## config.mk

```make
export PLATFORM = sky130hd
export DESIGN_NAME = stm_burst_seq
export DESIGN_NICKNAME = d
export VERILOG_FILES = /design/src/rtl/stm_pkg.sv /design/src/rtl/stm_decode.sv /design/src/rtl/stm_word_sel.sv /design/src/rtl/stm_seq.sv /design/src/rtl/stm_burst_seq.sv
export SDC_FILE = /design/constraint.sdc
export NUM_CORES = 1
export LEC_CHECK = 0
export BUFFER_PORTS_ARGS = -buffer_cell sky130_fd_sc_hd__buf_2
export CORE_MARGIN = 1
export CORE_UTILIZATION = 60
export CTS_BUF_LIST = sky130_fd_sc_hd__clkbuf_8
export CTS_CLUSTER_DIAMETER = 30
export DETAILED_ROUTE_END_ITERATION = 8
export PLACE_DENSITY_LB_ADDON = 0.05
export SETUP_SLACK_MARGIN = 0.05
export SYNTH_ARGS = -nofsm -noshare
export SYNTH_HDL_FRONTEND = slang
export SYNTH_SLANG_ARGS = --single-unit
```

## constraint.sdc

```tcl
create_clock -name clk -period 8 [get_ports clk]
set_input_delay 0.8 -clock clk [delete_from_list [all_inputs] [get_ports clk]]
set_output_delay 0.8 -clock clk [all_outputs]
set_load 0.005 [all_outputs]
```

## src/rtl/stm_pkg.sv

```systemverilog
package stm_pkg;
  localparam int INSTR_W   = 32;
  localparam int ADDR_W    = 32;
  localparam int REG_W     = 64;
  localparam int WORD_W    = REG_W / 2;
  localparam int IDX_W     = 5;
  localparam int RN_W      = 4;
  localparam int CNT_W     = 7;
  localparam int MAX_LIST  = 16;
  localparam int BANK_SPAN = 16;
  localparam int FILE_SPAN = 32;
  localparam int PC_NUM    = 15;
  localparam int STEP_REG  = REG_W / 8;
  localparam int STEP_WORD = WORD_W / 8;

  typedef enum logic [1:0] {S_IDLE, S_LO, S_HI, S_FIN} seq_st_t;

  typedef struct packed {
    logic             up;
    logic             wback;
    logic [RN_W-1:0]  rn;
    logic [IDX_W-1:0] first;
    logic [7:0]       imm8;
    logic [IDX_W-1:0] count;
    logic             is_other;
    logic             is_undef;
    logic             is_unpred;
  } stm_dec_t;

  function automatic logic [ADDR_W-1:0] byte_span(input logic [7:0] imm8);
    return {{(ADDR_W-10){1'b0}}, imm8, 2'b00};
  endfunction

  function automatic logic [ADDR_W-1:0] first_addr(input logic [ADDR_W-1:0] base,
                                                   input logic up, input logic [7:0] imm8);
    return up ? base : base - byte_span(imm8);
  endfunction

  function automatic logic [ADDR_W-1:0] new_base(input logic [ADDR_W-1:0] base,
                                                 input logic up, input logic [7:0] imm8);
    return up ? base + byte_span(imm8) : base - byte_span(imm8);
  endfunction
endpackage

```

## src/rtl/stm_decode.sv

```systemverilog
module stm_decode
  import stm_pkg::*;
(
  input  logic [INSTR_W-1:0] instr,
  output stm_dec_t           dec
);
  logic             p_bit;
  logic [CNT_W-1:0] raw_cnt;
  logic [7:0]       span_end;

  always_comb begin
    p_bit    = instr[24];
    raw_cnt  = instr[7:1];
    dec.up    = instr[23];
    dec.wback = instr[21];
    dec.rn    = instr[19:16];
    dec.first = {instr[22], instr[15:12]};
    dec.imm8  = instr[7:0];
    dec.count = raw_cnt[IDX_W-1:0];
    span_end  = {3'b000, dec.first} + {1'b0, raw_cnt};
    dec.is_other = (instr[31:28] == 4'hF) || (instr[27:25] != 3'b110) || instr[20] ||
                   (instr[11:8] != 4'b1011) || !instr[0] ||
                   (!p_bit && !dec.up && !dec.wback) || (p_bit && !dec.wback);
    dec.is_undef = (p_bit == dec.up) && dec.wback;
    dec.is_unpred = (raw_cnt == '0) || (raw_cnt > CNT_W'(MAX_LIST)) ||
                    (span_end > 8'(FILE_SPAN)) ||
                    (instr[0] && (span_end > 8'(BANK_SPAN))) ||
                    ((dec.rn == RN_W'(PC_NUM)) && dec.wback);
  end
endmodule

```

## src/rtl/stm_word_sel.sv

```systemverilog
module stm_word_sel
  import stm_pkg::*;
(
  input  logic [REG_W-1:0]  reg_val,
  input  logic              second,
  input  logic              big_end,
  output logic [WORD_W-1:0] word
);
  always_comb word = (second ^ big_end) ? reg_val[REG_W-1:WORD_W] : reg_val[WORD_W-1:0];
endmodule

```

## src/rtl/stm_seq.sv

```systemverilog
module stm_seq
  import stm_pkg::*;
(
  input  logic              clk,
  input  logic              rst_n,
  input  logic              start_ok,
  input  logic              start_bad,
  input  logic [2:0]        bad_flags,
  input  stm_dec_t          dec,
  input  logic [ADDR_W-1:0] base,
  input  logic              big_end_in,
  input  logic              mem_ready,
  input  logic [REG_W-1:0]  rf_rd_data,
  output logic              idle,
  output logic              rf_rd_en,
  output logic [IDX_W-1:0]  rf_rd_idx,
  output logic              mem_valid,
  output logic [ADDR_W-1:0] mem_addr,
  output logic              hi_phase,
  output logic              big_end,
  output logic [REG_W-1:0]  cur_reg,
  output logic              done,
  output logic [2:0]        err_flags,
  output logic              wb_en,
  output logic [RN_W-1:0]   wb_rn,
  output logic [ADDR_W-1:0] wb_value
);
  seq_st_t          st;
  logic [ADDR_W-1:0] addr_q, wbv_q;
  logic [IDX_W-1:0]  cnt_q, idx_q;
  logic [REG_W-1:0]  hold_q;
  logic              rdv_q, w_q, last_reg;
  logic [2:0]        errs_q;

  assign idle      = (st == S_IDLE);
  assign hi_phase  = (st == S_HI);
  assign mem_valid = (st == S_LO) || (st == S_HI);
  assign last_reg  = (cnt_q == IDX_W'(1));
  assign mem_addr  = hi_phase ? addr_q + ADDR_W'(STEP_WORD) : addr_q;
  assign cur_reg   = rdv_q ? rf_rd_data : hold_q;
  assign rf_rd_en  = (idle && start_ok) || (hi_phase && mem_ready && !last_reg);
  assign rf_rd_idx = idle ? dec.first : idx_q + IDX_W'(1);
  assign done      = (st == S_FIN);
  assign err_flags = done ? errs_q : 3'b000;
  assign wb_en     = done && w_q;
  assign wb_value  = wbv_q;

  always_ff @(posedge clk or negedge rst_n) begin
    if (!rst_n) begin
      st <= S_IDLE; addr_q <= '0; wbv_q <= '0; cnt_q <= '0; idx_q <= '0;
      hold_q <= '0; rdv_q <= 1'b0; w_q <= 1'b0; errs_q <= '0; wb_rn <= '0; big_end <= 1'b0;
    end else begin
      rdv_q <= rf_rd_en;
      if (rdv_q) hold_q <= rf_rd_data;
      unique case (st)
        S_IDLE: begin
          if (start_ok) begin
            st      <= S_LO;
            addr_q  <= first_addr(base, dec.up, dec.imm8);
            wbv_q   <= new_base(base, dec.up, dec.imm8);
            cnt_q   <= dec.count;
            idx_q   <= dec.first;
            w_q     <= dec.wback;
            wb_rn   <= dec.rn;
            big_end <= big_end_in;
            errs_q  <= '0;
          end else if (start_bad) begin
            st     <= S_FIN;
            w_q    <= 1'b0;
            errs_q <= bad_flags;
          end
        end
        S_LO: if (mem_ready) st <= S_HI;
        S_HI: begin
          if (mem_ready) begin
            addr_q <= addr_q + ADDR_W'(STEP_REG);
            if (last_reg) st <= S_FIN;
            else begin
              st    <= S_LO;
              cnt_q <= cnt_q - IDX_W'(1);
              idx_q <= idx_q + IDX_W'(1);
            end
          end
        end
        default: st <= S_IDLE;
      endcase
    end
  end
endmodule

```

## src/rtl/stm_burst_seq.sv

```systemverilog
module stm_burst_seq
  import stm_pkg::*;
(
  input  logic                clk,
  input  logic                rst_n,
  input  logic                instr_valid,
  input  logic [INSTR_W-1:0]  instr_word,
  input  logic [ADDR_W-1:0]   base_val,
  input  logic                big_endian,
  output logic                instr_ready,
  output logic                rf_rd_en,
  output logic [IDX_W-1:0]    rf_rd_idx,
  input  logic [REG_W-1:0]    rf_rd_data,
  output logic                mem_valid,
  input  logic                mem_ready,
  output logic [ADDR_W-1:0]   mem_addr,
  output logic [WORD_W-1:0]   mem_data,
  output logic                wb_en,
  output logic [RN_W-1:0]     wb_rn,
  output logic [ADDR_W-1:0]   wb_value,
  output logic                done,
  output logic                err_undef,
  output logic                err_unpred,
  output logic                err_other
);
  stm_dec_t         dec;
  logic             accept, start_ok, start_bad, hi_phase, word_fire, big_end;
  logic [2:0]       bad_flags, err_flags;
  logic [REG_W-1:0] cur_reg;

  stm_decode u_dec (.instr(instr_word), .dec(dec));

  // Priority: foreign encoding, then undefined, then unpredictable.
  assign bad_flags[2] = dec.is_other;
  assign bad_flags[1] = !dec.is_other && dec.is_undef;
  assign bad_flags[0] = !dec.is_other && !dec.is_undef && dec.is_unpred;
  assign accept    = instr_valid && instr_ready;
  assign start_bad = accept && (bad_flags != 3'b000);
  assign start_ok  = accept && (bad_flags == 3'b000);
  assign word_fire = mem_valid && mem_ready;

  stm_seq u_seq (
    .clk(clk), .rst_n(rst_n), .start_ok(start_ok), .start_bad(start_bad),
    .bad_flags(bad_flags), .dec(dec), .base(base_val), .big_end_in(big_endian),
    .mem_ready(mem_ready), .rf_rd_data(rf_rd_data), .idle(instr_ready),
    .rf_rd_en(rf_rd_en), .rf_rd_idx(rf_rd_idx), .mem_valid(mem_valid),
    .mem_addr(mem_addr), .hi_phase(hi_phase), .big_end(big_end), .cur_reg(cur_reg),
    .done(done), .err_flags(err_flags), .wb_en(wb_en), .wb_rn(wb_rn), .wb_value(wb_value)
  );

  stm_word_sel u_sel (.reg_val(cur_reg), .second(hi_phase), .big_end(big_end), .word(mem_data));

  assign err_other  = err_flags[2];
  assign err_undef  = err_flags[1];
  assign err_unpred = err_flags[0];
endmodule

```

==> results.py <==
metrics = {
    "synth": {
        "synthesis.nets": 1207,
        "synth.distinct_cells": 73,
        "synth-simple-area-share": 0.179,
        "synth.area.mux_share": 0.126,
        "synth_compound_area_frac": 0.141,
        "synth_top_family_by_area": "simple AND/OR/NAND/NOR gates",
        "synth_top_area_frac": 0.383,
        "synth_area_leader_cell": "dfrtp_1",
        "ys_warn_count": 0,
        "synth-xor-area-share": 0.0796,
        "synth_adder_area_share": 0.0457,
        "ys_seq_elements": 150,
        "synth.area.top_cells": "dfrtp_1 38%, mux2_2 12%, xnor2_1 4.9%",
        "syn_inst": 1040,
        "syn_area_mm2": 0.00980,
        "ys_async_sr_fraction": 1.00,
        "synth-edff-count": 0,
        "synth_ff_type": "dfrtp_1",
        "avgSynthCellArea_um2": 9.42,
        "seq_area_frac_synth": 0.383,
    },
    "worst_setup_path": {
        "crit_slowest_cell": "nand4_1",
        "reg2reg_slack_ps": 4510,
        "cp_cell_sequence": "buf_2, inv_1, ha_1, nor2_1, o21ai_0, nor4_1, nor2b_1, nand4_1, o21ai_0, buf_2",
        "reg2reg_from": "u_seq.st[0]",
        "required_ps": 7200,
        "r2r_end": "u_seq.cnt_q[3]",
        "arrival_ps": 3620,
        "setup.worst_path.class": "primary input to output port",
        "path_delay_family": "simple AND/OR/NAND/NOR gates",
        "worst_path_largest_cell_delay_ps": 480,
        "worstSetupStartpointType": "primary input",
        "path_buf_inv": 3,
        "path_max_fanout": 25,
        "reg2regPathDepth": 10,
        "end_kind": "output port",
    },
    "placement": {
        "hpwl_um": 19000,
        "io_buffers": 245,
        "globalplace.congestion": 0.942,
    },
    "min_path": {
        "hp-class": "primary input to asynchronous set/reset pin",
    },
    "drt": {
        "wl_per_cell_um": 17.5,
        "drt_iter0_drc": 642,
        "routed-via-count": 8511,
        "postRouteAntennaNets": 0,
        "via_per_inst": 5.80,
        "drt_pass1_iterations": 5,
        "drc": 0,
        "wirelength_um": 25700,
    },
    "power": {
        "p_sw_frac": 0.381,
        "p_switching_uw": 1190,
        "clockPowerShare": 0.192,
        "seq_power_share": 0.358,
        "p_leak_uw": 0.00522,
        "p_int_uw": 1940,
        "vdd_drop_max_v": 0.000178,
        "pwr-share-comb": 0.450,
        "p_per_area_mw_per_mm2": 273,
    },
    "cells_and_area": {
        "finalNetCount": 1407,
        "layout-drive-gt1-share": 0.331,
        "fillCellCount": 1283,
        "antennaDiodeCount": 0,
        "syn_to_final_growth_pct": 16.9,
    },
    "global_route": {
        "antenna_found_initial": 0,
        "track_usage": 0.308,
        "grt_pass1_wl_um": 40400,
        "grt_pass1_vias": 7893,
        "globalRoute.totalOverflow": 0,
        "grt_max_degree": 92,
    },
    "floorplan": {
        "die-area_mm2": 0.0168,
        "num_rows": 46,
        "die_h_um": 130,
        "die_w_um": 130,
        "start_util": 0.617,
        "ios": 246,
        "core_mm2": 0.0159,
    },
    "outcome": {
        "status": "finished clean",
    },
    "timing": {
        "finalSetupViolations": 0,
        "fin_crit_sh": 0.553,
        "fin_worst_skew_ps": 12.9,
        "finalMaxSlewViolations": 0,
        "hold_viol": 0,
        "layout_min_cycle_time_ps": 4420,
        "slew-limit-headroom": 0.268,
        "rsz0062_at_grt": "no",
        "timing.fmax_mhz": 226,
        "fin_setup_tns_ps": 0,
        "worst_pin_slew_ps": 1090,
        "holdWs_ps": 389,
    },
    "clocking": {
        "clk_latency_ps": 450,
        "cts.clk_slew.worst_paths_ps": 90,
        "holdBufCountCts": 0,
        "post-cts-setup-buffers": 0,
        "numCtsBuffers": 17,
        "cts_max_level": 4,
        "cts_max_path_buffers": 2,
        "cts_tree": "yes",
        "cts_num_sinks": 150,
        "cts_resized": 0,
        "cts_root_buf": "clkbuf_8",
    },
    "job": {
        "max-cap-violations": 0,
    },
}
-- logic make-up (layout without fill, tap and decap cells) --
logic type      after synthesis  in the layout
compound gates              213            213
xor+xnor                     89             89
fa+ha+maj                    34             34
buf+inv                     108            320
flops                       150            150
mux                         110            110
simple gates                336            336
-- routing by layer --
metal	GRT usage	vias up	part of all wire
met5	0	-	0
met2	0.503	332	0.47
met3	0.0508	31	0.077
met1	0.422	4044	0.44
met4	0.0889	0	0.015
li1	-	4104	-
-- how the worst max path moves through the flow --
stage | from | to | slack [ps] | cells after the start
2_1_floorplan | instr_word[1] | rf_rd_en | 4300 | 11
3_3_place_gp | instr_word[23] | u_seq.cnt_q[3] | 3570 | 11
3_5_place_dp | instr_word[23] | u_seq.cnt_q[3] | 3400 | 11
4_1_cts | instr_word[23] | rf_rd_en | 3550 | 10
5_1_grt | instr_word[23] | rf_rd_en | 3200 | 10
6_report | instr_word[23] | rf_rd_en | 3580 | 10
-- flip-flops by register name (all words and copies together), names as in the netlist, 2 cells and up --
name	cells
u_seq.errs_q	3
u_seq.addr_q	32
u_seq.hold_q	64
u_seq.cnt_q	5
u_seq.wb_rn	4
u_seq.st	2
u_seq.idx_q	5
u_seq.wb_value	32
-- synthesized netlist by cell type, types with 8 or more instances --
cell type,instances
a21oi_1,40
nand2_1,103
mux2_2,106
nand4_1,15
and2_1,9
clkbuf_1,50
and3_1,17
or3_1,10
xnor2_1,55
a31oi_1,8
o21ai_0,53
nor2_1,58
xor2_1,34
nor3_1,21
nand3_1,37
dfrtp_1,150
inv_1,38
o21ai_1,10
ha_1,31
nand2b_1,16
buf_2,12
a22oi_1,12
o22ai_1,32
and4_1,9
-- cell usage in the layout, fill, tap and decap left out, types with 9 or more instances in the layout --
master,instances
inv_1,38
mux2_2,106
nand4_1,15
xnor2_1,55
or3_1,10
o22ai_1,32
ha_1,30
a21oi_1,40
nand2_1,103
dfrtp_1,149
buf_2,244
a22oi_1,12
and3_1,17
clkbuf_8,17
and2_1,9
o21ai_1,10
xor2_1,33
nor3_1,21
nand3_1,37
nand2b_1,16
and4_1,9
o21ai_0,53
nor2_1,58
-- power groups by stage --
stage | combinational, µW | clock, µW | sequential [µW]
global placement | 1380 | 0 | 1120
detailed placement | 1400 | 0 | 1130
global route | 1550 | 647 | 1150
floorplan | 995 | 0 | 1070
CTS | 1410 | 616 | 1120
finish | 1410 | 601 | 1120
-- stage by stage --
stage          setup WS, ps   util  instance area [µm²]  total power, µW  cells
3_5_place_dp           3400  0.696                11100             2540   1437
4_1_cts                3550  0.721                11500             3140   1468
6_report               3580  0.721                11500             3130   1468
2_1_floorplan          4300      -                 9800             2060   1040
5_1_grt                3200  0.721                11500             3340   1468
3_3_place_gp           3570  0.696                11100             2500   1437
-- cell type report --
cell class | count | area, µm² | area share
clock buffers | 17 | 234 | 0.0204
clock inverters | 14 | 163 | 0.0142
flip-flops and latches | 150 | 3750 | 0.328
well taps | 216 | 270 | 0.0236
repair buffers | 251 | 1280 | 0.112
multi-input cells | 782 | 5620 | 0.490
inverters | 38 | 143 | 0.0124
Power figures use the tool's default switching activity.
